**src/rtl/cagen_pkg.sv**
```systemverilog
package cagen_pkg;

  typedef enum logic [2:0] {
    KIND_PTR  = 3'd0,
    KIND_MOD  = 3'd1,
    KIND_LEN  = 3'd2,
    KIND_BASE = 3'd3,
    KIND_PAGE = 3'd4
  } regKind_e;

  typedef struct packed {
    logic wrPtr;
    logic wrMod;
    logic wrLen;
    logic wrBase;
    logic wrPage;
    logic accEn;
    logic preMode;
    logic bank;
  } dagStrobe_t;

endpackage

```
**src/rtl/cagen_ctrl.sv**
```systemverilog
module cagen_ctrl
  import cagen_pkg::*;
(
  input  logic       clk,
  input  logic       rstN,
  input  logic       wrEn,
  input  logic [2:0] wrKind,
  input  logic       reqValid,
  input  logic       reqPre,
  input  logic       bankSwap,
  output dagStrobe_t strobe,
  output logic       addrValid,
  output logic       activeBank
);

  logic bankQ;

  always_ff @(posedge clk or negedge rstN) begin
    if (!rstN) begin
      bankQ     <= 1'b0;
      addrValid <= 1'b0;
    end else begin
      if (bankSwap) bankQ <= ~bankQ;
      addrValid <= reqValid;
    end
  end

  always_comb begin
    strobe         = '0;
    strobe.wrPtr   = wrEn && (wrKind == KIND_PTR);
    strobe.wrMod   = wrEn && (wrKind == KIND_MOD);
    strobe.wrLen   = wrEn && (wrKind == KIND_LEN);
    strobe.wrBase  = wrEn && (wrKind == KIND_BASE);
    strobe.wrPage  = wrEn && (wrKind == KIND_PAGE);
    strobe.accEn   = reqValid;
    strobe.preMode = reqPre;
    strobe.bank    = bankQ;
  end

  assign activeBank = bankQ;

  AST_VALID_AFTER_REQ: assert property (@(posedge clk) disable iff (!rstN)
    reqValid |=> addrValid);
  AST_IDLE_NO_VALID: assert property (@(posedge clk) disable iff (!rstN)
    !reqValid |=> !addrValid);
  AST_BANK_TOGGLE: assert property (@(posedge clk) disable iff (!rstN)
    bankSwap |=> (activeBank != $past(activeBank)));
  AST_BANK_HOLD: assert property (@(posedge clk) disable iff (!rstN)
    !bankSwap |=> $stable(activeBank));

endmodule

```
**src/rtl/cagen_datapath.sv**
```systemverilog
module cagen_datapath
  import cagen_pkg::*;
#(
  parameter int NUM_PTR = 4,
  parameter int PTR_W   = 16,
  parameter int PAGE_W  = 8,
  localparam int IDX_W  = $clog2(NUM_PTR),
  localparam int ADDR_W = PAGE_W + PTR_W
) (
  input  logic              clk,
  input  logic              rstN,
  input  dagStrobe_t        strobe,
  input  logic [IDX_W-1:0]  wrIdx,
  input  logic [PTR_W-1:0]  wrData,
  input  logic [IDX_W-1:0]  reqPtr,
  input  logic [IDX_W-1:0]  reqMod,
  output logic [ADDR_W-1:0] addrOut
);

  localparam int NUM_BANK = 2;
  localparam int SUM_W    = PTR_W + 2;

  logic [PTR_W-1:0]  ptrReg  [NUM_BANK][NUM_PTR];
  logic [PTR_W-1:0]  modReg  [NUM_BANK][NUM_PTR];
  logic [PTR_W-1:0]  lenReg  [NUM_BANK][NUM_PTR];
  logic [PTR_W-1:0]  baseReg [NUM_BANK][NUM_PTR];
  logic [PAGE_W-1:0] pageReg [NUM_BANK];

  logic [PTR_W-1:0]  curPtr, curMod, curLen, curBase, nextPtr;
  logic [PAGE_W-1:0] curPage;

  function automatic logic [PTR_W-1:0] wrapStep(
    input logic [PTR_W-1:0] p,
    input logic [PTR_W-1:0] m,
    input logic [PTR_W-1:0] b,
    input logic [PTR_W-1:0] l
  );
    logic signed [SUM_W-1:0] sum, lo, hi, lenS, res;
    sum  = $signed({2'b00, p}) + $signed({{2{m[PTR_W-1]}}, m});
    lo   = $signed({2'b00, b});
    lenS = $signed({2'b00, l});
    hi   = lo + lenS;
    res  = sum;
    if (l != '0) begin
      if (sum < lo)       res = sum + lenS;
      else if (sum >= hi) res = sum - lenS;
    end
    return res[PTR_W-1:0];
  endfunction

  always_comb begin
    curPtr  = ptrReg[strobe.bank][reqPtr];
    curMod  = modReg[strobe.bank][reqMod];
    curLen  = lenReg[strobe.bank][reqPtr];
    curBase = baseReg[strobe.bank][reqPtr];
    curPage = pageReg[strobe.bank];
    nextPtr = wrapStep(curPtr, curMod, curBase, curLen);
  end

  always_ff @(posedge clk or negedge rstN) begin
    if (!rstN) begin
      for (int b = 0; b < NUM_BANK; b++) begin
        for (int i = 0; i < NUM_PTR; i++) begin
          ptrReg[b][i]  <= '0;
          modReg[b][i]  <= '0;
          lenReg[b][i]  <= '0;
          baseReg[b][i] <= '0;
        end
        pageReg[b] <= '0;
      end
      addrOut <= '0;
    end else begin
      if (strobe.accEn) begin
        ptrReg[strobe.bank][reqPtr] <= nextPtr;
        addrOut <= {curPage, (strobe.preMode ? nextPtr : curPtr)};
      end
      // a write placed after the access update takes priority
      if (strobe.wrPtr)  ptrReg[strobe.bank][wrIdx]  <= wrData;
      if (strobe.wrMod)  modReg[strobe.bank][wrIdx]  <= wrData;
      if (strobe.wrLen)  lenReg[strobe.bank][wrIdx]  <= wrData;
      if (strobe.wrBase) baseReg[strobe.bank][wrIdx] <= wrData;
      if (strobe.wrPage) pageReg[strobe.bank]        <= wrData[PAGE_W-1:0];
    end
  end

  AST_PAGE_ON_ADDR: assert property (@(posedge clk) disable iff (!rstN)
    strobe.accEn |=> (addrOut[ADDR_W-1:PTR_W] == $past(curPage)));
  AST_POST_ADDR: assert property (@(posedge clk) disable iff (!rstN)
    (strobe.accEn && !strobe.preMode) |=> (addrOut[PTR_W-1:0] == $past(curPtr)));
  AST_ADDR_HOLD: assert property (@(posedge clk) disable iff (!rstN)
    !strobe.accEn |=> $stable(addrOut));

endmodule

```
**src/rtl/circ_agen.sv**
```systemverilog
module circ_agen
  import cagen_pkg::*;
#(
  parameter int NUM_PTR = 4,
  parameter int PTR_W   = 16,
  parameter int PAGE_W  = 8,
  localparam int IDX_W  = $clog2(NUM_PTR),
  localparam int ADDR_W = PAGE_W + PTR_W
) (
  input  logic              clk,
  input  logic              rstN,
  input  logic              wrEn,
  input  logic [2:0]        wrKind,
  input  logic [IDX_W-1:0]  wrIdx,
  input  logic [PTR_W-1:0]  wrData,
  input  logic              reqValid,
  input  logic [IDX_W-1:0]  reqPtr,
  input  logic [IDX_W-1:0]  reqMod,
  input  logic              reqPre,
  input  logic              bankSwap,
  output logic              addrValid,
  output logic [ADDR_W-1:0] addrOut,
  output logic              activeBank
);

  dagStrobe_t strobe;

  cagen_ctrl u_ctrl (
    .clk        (clk),
    .rstN       (rstN),
    .wrEn       (wrEn),
    .wrKind     (wrKind),
    .reqValid   (reqValid),
    .reqPre     (reqPre),
    .bankSwap   (bankSwap),
    .strobe     (strobe),
    .addrValid  (addrValid),
    .activeBank (activeBank)
  );

  cagen_datapath #(
    .NUM_PTR (NUM_PTR),
    .PTR_W   (PTR_W),
    .PAGE_W  (PAGE_W)
  ) u_dp (
    .clk     (clk),
    .rstN    (rstN),
    .strobe  (strobe),
    .wrIdx   (wrIdx),
    .wrData  (wrData),
    .reqPtr  (reqPtr),
    .reqMod  (reqMod),
    .addrOut (addrOut)
  );

endmodule

```
**config.mk**
```make
export PLATFORM = sky130hd
export DESIGN_NAME = circ_agen
export DESIGN_NICKNAME = d
export VERILOG_FILES = /design/src/rtl/cagen_pkg.sv /design/src/rtl/cagen_ctrl.sv /design/src/rtl/cagen_datapath.sv /design/src/rtl/circ_agen.sv
export SDC_FILE = /design/constraint.sdc
export NUM_CORES = 1
export LEC_CHECK = 0
export BUFFER_PORTS_ARGS = -buffer_cell sky130_fd_sc_hd__buf_2
export CORE_ASPECT_RATIO = 1.2
export CORE_MARGIN = 3
export CORE_UTILIZATION = 50
export CTS_BUF_LIST = sky130_fd_sc_hd__clkbuf_8
export DETAILED_ROUTE_END_ITERATION = 6
export HOLD_SLACK_MARGIN = 0.05
export PLACE_DENSITY = 0.68
export SLEW_MARGIN = 40
export SYNTH_ARGS = -nofsm -noshare
export SYNTH_HDL_FRONTEND = slang
export SYNTH_SLANG_ARGS = --single-unit
```
**constraint.sdc**
```tcl
create_clock -name clk -period 6.8 [get_ports clk]
set_input_delay 0.68 -clock clk [delete_from_list [all_inputs] [get_ports clk]]
set_output_delay 0.68 -clock clk [all_outputs]
set_load 0.005 [all_outputs]
```
### Word-level counts from Yosys, hierarchy flattened

Index checks and enable logic that the tools add are counted.

| word-level totals | value |
|---|---|
| register bits | 554 |
| bits of input ports | 31 |
| output and inout bits | 26 |
| logic and storage cells | 118 |

| operators by class | value |
|---|---|
| add/subtract/negate cells | 4 |
| order comparisons | 9 |
| equality and inequality tests | 4 |
| muxes and demuxes | 49 |
| bitwise logic cells | 5 |
| reduce and logical (&&, ||, !) cells | 10 |

Operators with widths:

| operator | number |
|---|---|
| 64-bit 2-to-1 mux | 14 |
| 128-bit bitwise mux | 5 |
| 128-bit 2-to-1 mux | 2 |
| 16-bit 2-to-1 mux | 14 |
| 16-bit binary-select mux with 2-bit select | 4 |
| 64-bit demux with 1-bit select | 2 |
| 16-bit demux with 2-bit select | 2 |
| 8-bit 2-to-1 mux | 4 |
| 17-bit by 16-bit adder with 18-bit output | 1 |
| 18-bit greater-or-equal comparator | 1 |
| 18-bit by 17-bit < comparator with 1-bit output | 1 |
| 16-bit by 16-bit adder with 17-bit output | 1 |
| 16-bit adder | 1 |
| 16-bit bitwise mux | 1 |
| 16-bit nonzero test | 1 |
| 16-bit subtractor | 1 |
| 3-bit greater-or-equal comparator (second input constant) | 3 |
| 2-bit NOT with 3-bit output | 3 |
| 8-bit demux with 1-bit select | 1 |
| 1-bit logical AND | 8 |
| 3-bit by 2-bit == test with 1-bit output (second input constant) | 2 |
| 3-bit by 1-bit < comparator with 1-bit output (second input constant) | 2 |
| 3-bit by 1-bit == test with 1-bit output (second input constant) | 1 |
| 3-bit == test (second input constant) | 1 |
| other kinds (5) | 5 |

### Depth between registers and ports, before layout

Gate-level depths: netlist (run 1).

| depth | value |
|---|---|
| depth after elaboration | 16 |
| mapped depth | 34 |
| mapped depth without buffers | 27 |

### Modules after synthesis

A second synthesis (run 1) with hierarchy kept.

| unflattened totals | value |
|---|---|
| cell total of the unflattened synthesis | 2,612 |
| area, all modules | 29,517.1 µm² |

Modules (own cells, without submodules):

| module | instances | cells each | area an instance (µm²) | seq. area each (µm²) |
|---|---|---|---|---|
| cagen_datapath | 1 | 2,601 | 29,371.9 | 13,813.2 |
| cagen_ctrl | 1 | 11 | 145.1 | 50.0 |

### Least setup slack after synthesis (run 1)

OpenSTA, ideal clock, no wires.

| timing | value |
|---|---|
| kind | register to register |
| from | register u_ctrl.bankQ, in the netlist u_ctrl.activeBank |
| to | register u_dp.ptrReg[34] (netlist name) |
| library setup time | 0.162 ns |
| data arrival time | 7.333 ns |
| data required time | 6.638 ns |
| setup slack | -0.695 ns |
| stages on the path, launching flop included | 29 |
| path buffers | 7 |
| period minus slack after synthesis | 7.495 ns |
| path through | dfrtp_1 > buf_4 > buf_2 > clkbuf_1 > clkbuf_1 > buf_1 > buf_1 > mux4_2 > mux2_2 > ha_1 > fa_1 > a211oi_1 > o21ai_0 > a31oi_1 > o21bai_1 > a21oi_1 > xnor2_1 > ha_1 > o21ai_0 > o21ba_2 > o31ai_1 > o311a_1 > nor4_1 > a211oi_2 > nand2_1 > buf_2 > nor2_1 > a222oi_1 > o211ai_1 |

| on the way | value |
|---|---|
| longest elaborated chain between the ends | 16 |
| elaborated cells on any way between the ends | 46 |
| classes of those cells | add/sub (4); order compare (4); mux (35); bitwise (1); reduce/logical (2) |

Ends and longest elaborated chain:

| what | RTL line | source |
|---|---|---|
| start: declaration | cagen_ctrl.sv:16 | `logic bankQ;` |
| start signal: assignment | cagen_ctrl.sv:23 | `if (bankSwap) bankQ <= ~bankQ;` |
| 1-bit NOT with 2-bit output (not written as such) * | - |  |
| 64-bit 2-to-1 mux (on tied branches) (3 in series) | - |  |
| 16-bit binary-select mux with 2-bit select (on tied branches) | - |  |
| 16-bit 2-to-1 mux (on tied branches) (2 in series) | - |  |
| 17-bit by 16-bit adder with 18-bit output or 16-bit by 16-bit adder with 17-bit output (tied branches) | cagen_datapath.sv:39, cagen_datapath.sv:42 |  |
| 16-bit subtractor or 18-bit greater-or-equal comparator (tied branches) | cagen_datapath.sv:46 | `else if (sum >= hi) res = sum - lenS;` |
| 16-bit 2-to-1 mux | cagen_datapath.sv:46 |  |
| 16-bit 2-to-1 mux | cagen_datapath.sv:45 | `if (sum < lo) res = sum + lenS;` |
| 16-bit 2-to-1 mux | cagen_datapath.sv:44 | `if (l != '0) begin` |
| 128-bit bitwise mux | cagen_datapath.sv:74 | `ptrReg[strobe.bank][reqPtr] <= nextPtr;` |
| 128-bit 2-to-1 mux | cagen_datapath.sv:73 | `if (strobe.accEn) begin` |
| 128-bit bitwise mux | cagen_datapath.sv:78 | `if (strobe.wrPtr) ptrReg[strobe.bank][wrIdx] <= wrData;` |
| 128-bit 2-to-1 mux * | cagen_datapath.sv:78 |  |
| end signal: indexed assignment | cagen_datapath.sv:74 |  |
| end signal: indexed assignment | cagen_datapath.sv:78 |  |
| end: declaration | cagen_datapath.sv:23 | `logic [PTR_W-1:0] ptrReg [NUM_BANK][NUM_PTR];` |

Every way passes the cells marked *; elsewhere a longest branch is shown, timed or not. The select of a mux whose other input is x is not followed.
A chain may end at the register's enable or synchronous reset.

### Final worst setup path (run 1)

| timing | value |
|---|---|
| from | register u_ctrl.bankQ, in the netlist u_ctrl.activeBank |
| to | register u_dp.ptrReg[23] (netlist name) |

Same word-level chain as after synthesis.

==> results of run 1 <==
==> synthesized netlist by cell type (8+ instances only) <==
| library cell | instances |
|---|---|
| dfrtp_1 | 554 |
| mux2_2 | 477 |
| a21oi_1 | 194 |
| clkbuf_1 | 161 |
| o21ai_0 | 149 |
| nor2_1 | 134 |
| nand2_1 | 113 |
| and3_1 | 95 |
| ha_1 | 92 |
| mux2i_1 | 72 |
| inv_1 | 60 |
| a22oi_1 | 49 |
| nor3_1 | 36 |
| nand3_1 | 35 |
| xnor2_1 | 35 |
| mux4_2 | 34 |
| a221oi_1 | 27 |
| buf_1 | 27 |
| nor2b_1 | 26 |
| nand2b_1 | 21 |
| a22o_1 | 20 |
| o211ai_1 | 20 |
| o22ai_1 | 20 |
| a21o_1 | 15 |
| xor2_1 | 15 |
| o21ai_1 | 14 |
| buf_2 | 12 |
| o41ai_1 | 12 |
| a31oi_1 | 11 |
| o221ai_1 | 11 |
| and2_1 | 10 |
| a211oi_1 | 9 |
| mux2_1 | 9 |
| o22a_1 | 9 |
| o31ai_1 | 9 |
| nand4_1 | 8 |
| o221a_2 | 8 |
==> through the flow <==
stage	setup WS, ns	util	hold slack, ns	power [uW]
after floorplan	0.01677	-	0.3844	11260
after global placement	0.06510	0.5335	0.4801	14850
after detailed placement	0.04536	0.5359	0.4857	15130
after CTS	0.1991	0.5679	0.09309	18210
after global routing	0.04054	0.5691	0.1233	19460
final	0.4037	0.5693	0.1507	18430
==> timing repair <==
action | in CTS | in global routing
hold buffers | 1 | 0
endpoints found under the setup margin | 0 | 119
hold endpoints to repair | 82 | 0
gates resized for setup | 0 | 6
==> state kept, by name (all words and copies together) (netlist names) <==
signal / count
u_dp.baseReg: 128
u_dp.addrOut: 24
u_ctrl.activeBank: 1
u_dp.modReg: 128
u_dp.pageReg: 16
u_ctrl.addrValid: 1
u_dp.ptrReg: 128
u_dp.lenReg: 128
==> cells by family (layout without fill, tap and decap cells) <==
logic type	count (synthesis)	in the layout	share of synthesized area
AO/OA/AOI/OAI	637	637	0.1354
XOR/XNOR	50	50	0.01450
adder cells (fa/ha/maj)	96	96	0.04075
buffers and inverters	265	414	0.03367
flip-flops	554	554	0.4589
multiplexers	594	594	0.2316
other	0	7	0
AND/OR/NAND/NOR	518	518	0.08515
==> worst max-delay path, stage by stage, from the launching register on <==
cell	delay [ns]
dfrtp_4	0.60
buf_12	0.22
mux4_2	0.51
mux2_2	0.31
ha_1	0.23
fa_1	0.52
a211oi_2	0.27
o21ai_0	0.17
a31oi_1	0.28
o21bai_1	0.10
a21oi_1	0.25
xnor2_2	0.12
ha_1	0.28
o21ai_0	0.11
o31ai_1	0.38
o211a_1	0.25
o31ai_1	0.09
a211oi_2	0.31
nand2_2	0.20
o41ai_1	0.45
o21bai_1	0.18
buf_4	0.26
o21ai_0	0.13
==> power breakdown <==
group          total, uW  switching, uW  leakage [uW]  internal, uW
combinational      10500           6270       0.00764          4180
clock               3020           1390       0.00111          1630
sequential          4960            588       0.00722          4370
total              18400           8250        0.0160         10200
==> routing by layer <==
layer / up-vias / global-route usage / part of all wire
li1: 10160 / - / -
met1: 11890 / 0.3916 / 0.41
met2: 1101 / 0.4877 / 0.46
met3: 296 / 0.06988 / 0.084
met4: 4 / 0.1420 / 0.049
met5: - / 0 / 0.00028
==> cell type report <==
| cell class | instances | area [um^2] |
|---|---|---|
| Fill cell | 4998 | 25720 |
| Multi-Input combinational cell | 1895 | 15470 |
| Sequential cell | 554 | 13870 |
| Clock buffer | 113 | 1555 |
| Timing Repair Buffer | 186 | 1500 |
| Tap cell | 800 | 1001 |
| Clock inverter | 52 | 345.3 |
| Inverter | 63 | 236.5 |
| Antenna cell | 7 | 17.52 |
==> final timing paths <==
check                                  start  cells past startpoint  slack, ns           endpoint
setup / recovery           u_ctrl.activeBank                     22       0.40    u_dp.ptrReg[23]
hold / removal                      bankSwap                      2       0.15  u_ctrl.activeBank
setup reg to reg           u_ctrl.activeBank                     22       0.40    u_dp.ptrReg[23]
hold reg to reg              u_dp.lenReg[58]                      1       0.50    u_dp.lenReg[58]
max in group asynchronous               rstN                      4       4.70     u_dp.modReg[2]
min in group asynchronous               rstN                      2       0.57   u_dp.pageReg[13]
==> impl_metrics.toml, run 1 <==
[outcome]
status = "finished with violations"
violations = "DRC"

[detailed_routing]
ant_nets = 0
vias = 23450
viasPerCell = 6.390
drt-initial-drc-count = 2346
firstDrtPassIters = 7
routedWlPerCell_um = 26.49
wl_mm = 97.22
drc = 1

[placed_design]
dpl.hpwl_mm = 64.60
gp_congestion = 0.9928
place_area_um2 = 32000
place_inst = 3496
io_buffers = 56

[yosys]
synthFlopType = "dfrtp_1"
synthTopCellsByArea = "dfrtp_1 46%, mux2_2 18%, ha_1 3.8%"
seq_area_frac_synth = 0.4589
netlist_area_um2 = 30210
synth.avg_cell_area_um2 = 11.13
syn_nets = 2841
netlist_instances = 2714
yosys.area.top_type_share = 0.4589
synthArstFlopShare = 1.000
synth_cell_types = 83
yosys_warnings = 0
synth-seq-cells = 554
synth_top_area_cell = "dfrtp_1"
synth_edf_count = 0

[grt]
grt_pass1_wl_mm = 146.2
antenna_found_initial = 7
grt_pass1_vias = 24080
gr-total-overflow = 0
track_usage = 0.3034
grt_max_degree = 156

[die]
rows = 98
ioPinCount = 57
die-height_um = 275.3
core_area_um2 = 59710
initial_core_util = 0.5059
die_w_um = 230.4
fp.dieArea_um2 = 63420

[clock_tree]
cts_setup_buffers = 0
root_buffer = "clkbuf_8"
cts_tree = "done"
clk_pin_slew_ns = 0.07
clockBufferDepth = 3
numClockSinks = 554
insertion_delay_ns = 0.71
cts-htree-levels = 3
cts_buffers = 90

[setup_path]
crit_fanout = 16
start_kind = "flip-flop"
required_ns = 7.35
worstPathArrival_ns = 6.94
crit_path_end_kind = "flip-flop"
critPathKind = "flip-flop to flip-flop"

[timing]
fin_setup_tns_ns = 0
slew_headroom = 0.3858
worst_slew_pin_slew_ns = 0.9191
min_period_ns = 6.396
clock_skew_ns = 0.05365
rsz0062_at_grt = "false"
max_freq_ghz = 0.1563
setup_viol = 0
slew_violations = 0
hold_violations = 0
fin_crit_sh = 0.9406

[layout]
post_route_cells_drive_above_1_share = 0.3140
syn2layout_area_growth_pct = 12.53
final_nets = 2917
stdcell_area_um2 = 34000
final_cell_mix = "553 x dfrtp_1, 477 x mux2_2, 193 x a21oi_1"
final_common_cell = "dfrtp_1"
final_cells = 3670

[power_and_ir_drop]
powerDensity_nw_per_um2 = 542.0
p_leak_uw = 0.01596
ir_worst_vdd_v = 0.0005855

[min_path]
hold_class = "primary input to flip-flop"

[job]
maxCapViolations = 0
(Power assumes the default switching activity.)
==> run 2: changes to the inputs <==
Settings changed: CORE_UTILIZATION 50 to 45, PLACE_DENSITY 0.68 to not set.
==> run 2 against run 1 <==
Compared with the run above:
- the flow now finishes without violations
- worst setup slack gained 0.023 ns
- sequential power is essentially flat
- largest cell class unchanged
- utilization shrank 4.8 points
- clock power shrank 4%
- clock skew grew 0.010 ns
==> impl_metrics.toml, run 2 (synthesis results as in run 1) <==
[outcome]
status = "completed"

[layout]
multiInputGateArea_um2 = 15470
stdcell_area_um2 = 34460
regArea_um2 = 13870
final_nets = 2970
post_route_cells_drive_above_1_share = 0.3246
final_common_cell = "dfrtp_1"
fillers = 5845
syn2layout_area_growth_pct = 14.07
final_cell_mix = "553 x dfrtp_1, 477 x mux2_2, 192 x a21oi_1"

[detailed_routing]
wl_mm = 100.9
drt-initial-drc-count = 2269
drc = 0
routedWlPerCell_um = 26.49
firstDrtPassIters = 5
viasPerCell = 6.200
vias = 23620
ant_nets = 0

[clock_tree]
insertion_delay_ns = 0.73
cts_tree = "done"
root_buffer = "clkbuf_8"
numClockSinks = 554
clockBufferDepth = 3
cts_buffers = 93
clk_pin_slew_ns = 0.06
cts-htree-levels = 3

[timing]
rsz0062_at_grt = "false"
worst_slew_pin_slew_ns = 0.8853
clock_skew_ns = 0.06373
hold_violations = 0
slew_headroom = 0.4084
max_freq_ghz = 0.1569
fin_crit_sh = 0.9373
slew_violations = 0
min_period_ns = 6.373
setup_viol = 0

[die]
core_area_um2 = 66110
rows = 103
initial_core_util = 0.4570
die-height_um = 289.8
ioPinCount = 57
die_w_um = 242.5
fp.dieArea_um2 = 70290

[setup_path]
worstPathArrival_ns = 6.95
r2r-start = "u_ctrl.activeBank"
required_ns = 7.37
critPathKind = "flip-flop to flip-flop"
path_buf_inv = 3
crit_fanout = 15
start_kind = "flip-flop"
setup.worst_path.start = "u_ctrl.activeBank"
critPathSlowestCell = "dfrtp_4"
crit_path_end_kind = "flip-flop"
crit_path_frequent_cell = "o21ai_0"
critPathMaxStageDelay_ns = 0.48
crit_family = "compound AO/OA/AOI/OAI gates"

[placed_design]
gp_congestion = 0.9685
dpl.hpwl_mm = 67.25
io_buffers = 56
place_area_um2 = 32490

[min_path]
min-delay-start = "bankSwap"
hold_class = "primary input to flip-flop"

[power_and_ir_drop]
p_leak_uw = 0.01620
totalPowerFinal_uw = 18940
powerDensity_nw_per_um2 = 549.7
ir_worst_vdd_v = 0.0007180

[grt]
track_usage = 0.2833
grt_max_degree = 162
gr-total-overflow = 0
antenna_found_initial = 7
grt_pass1_vias = 24350
grt_pass1_wl_mm = 152.1

[job]
maxCapViolations = 0
run 2: layout make-up:
class / count / area share
tap: 892 / 0.03239
antenna: 7 / 0.0005083
sequential: 554 / 0.4024
clock inverter: 56 / 0.009004
timing repair buffer: 236 / 0.05707
inverter: 63 / 0.006862
clock buffer: 107 / 0.04273
multi-input combinational: 1895 / 0.4490
run 2: repair_timing:
action	4_1_cts	5_1_grt
hold endpoints to repair	24	0
hold buffers	1	0
setup endpoints to repair	0	99
buffers inserted	0	2
gates resized for setup	0	5
run 2: routing by layer:
layer,global-route usage,share of wire,vias up
met2,0.4543,0.47,983
li1,-,-,10260
met1,0.3766,0.42,12150
met5,0,0,-
met3,0.05434,0.071,235
met4,0.1213,0.039,0
run 2: report_power, final:
part / internal [uW] / switching [uW]
combinational: 4720 / 6370
sequential: 4370 / 591
clock: 1480 / 1410
run 2: through the flow:
step,utilization,hold slack (ns),TNS [ns],setup WS (ns),std cells
6_report,0.5213,0.1807,0,0.4266,3810
5_1_grt,0.5210,0.1612,0,0.005486,3804
4_1_cts,0.5186,0.1285,0,0.2551,3798
3_5_place_dp,0.4914,0.4888,-0.02348,-0.008820,3634
3_3_place_gp,0.4887,0.4805,0,0.1176,3628
2_1_floorplan,-,0.3844,0,0.01677,2714
run 2: path summary, 6_finish.rpt:
kind                                     end  slack [ns]  cells after the start
setup / recovery            u_dp.addrOut[11]        0.43                     28
hold reg to reg             u_dp.modReg[102]        0.50                      1
setup reg to reg            u_dp.addrOut[11]        0.43                     28
min in group asynchronous    u_dp.lenReg[59]        0.39                      2
hold / removal             u_ctrl.activeBank        0.18                      2
max in group asynchronous    u_dp.modReg[20]        4.60                      6
run 2: worst reg2reg max path, delay by kind of cell, from the launching register on:
kind | cells | cell delay [ns]
AND/OR/NAND/NOR | 4 | 0.65
flip-flops | 1 | 0.48
AO/OA/AOI/OAI | 17 | 3.24
XOR/XNOR | 1 | 0.22
buffers and inverters | 3 | 0.64
adder cells (fa/ha/maj) | 3 | 1.04
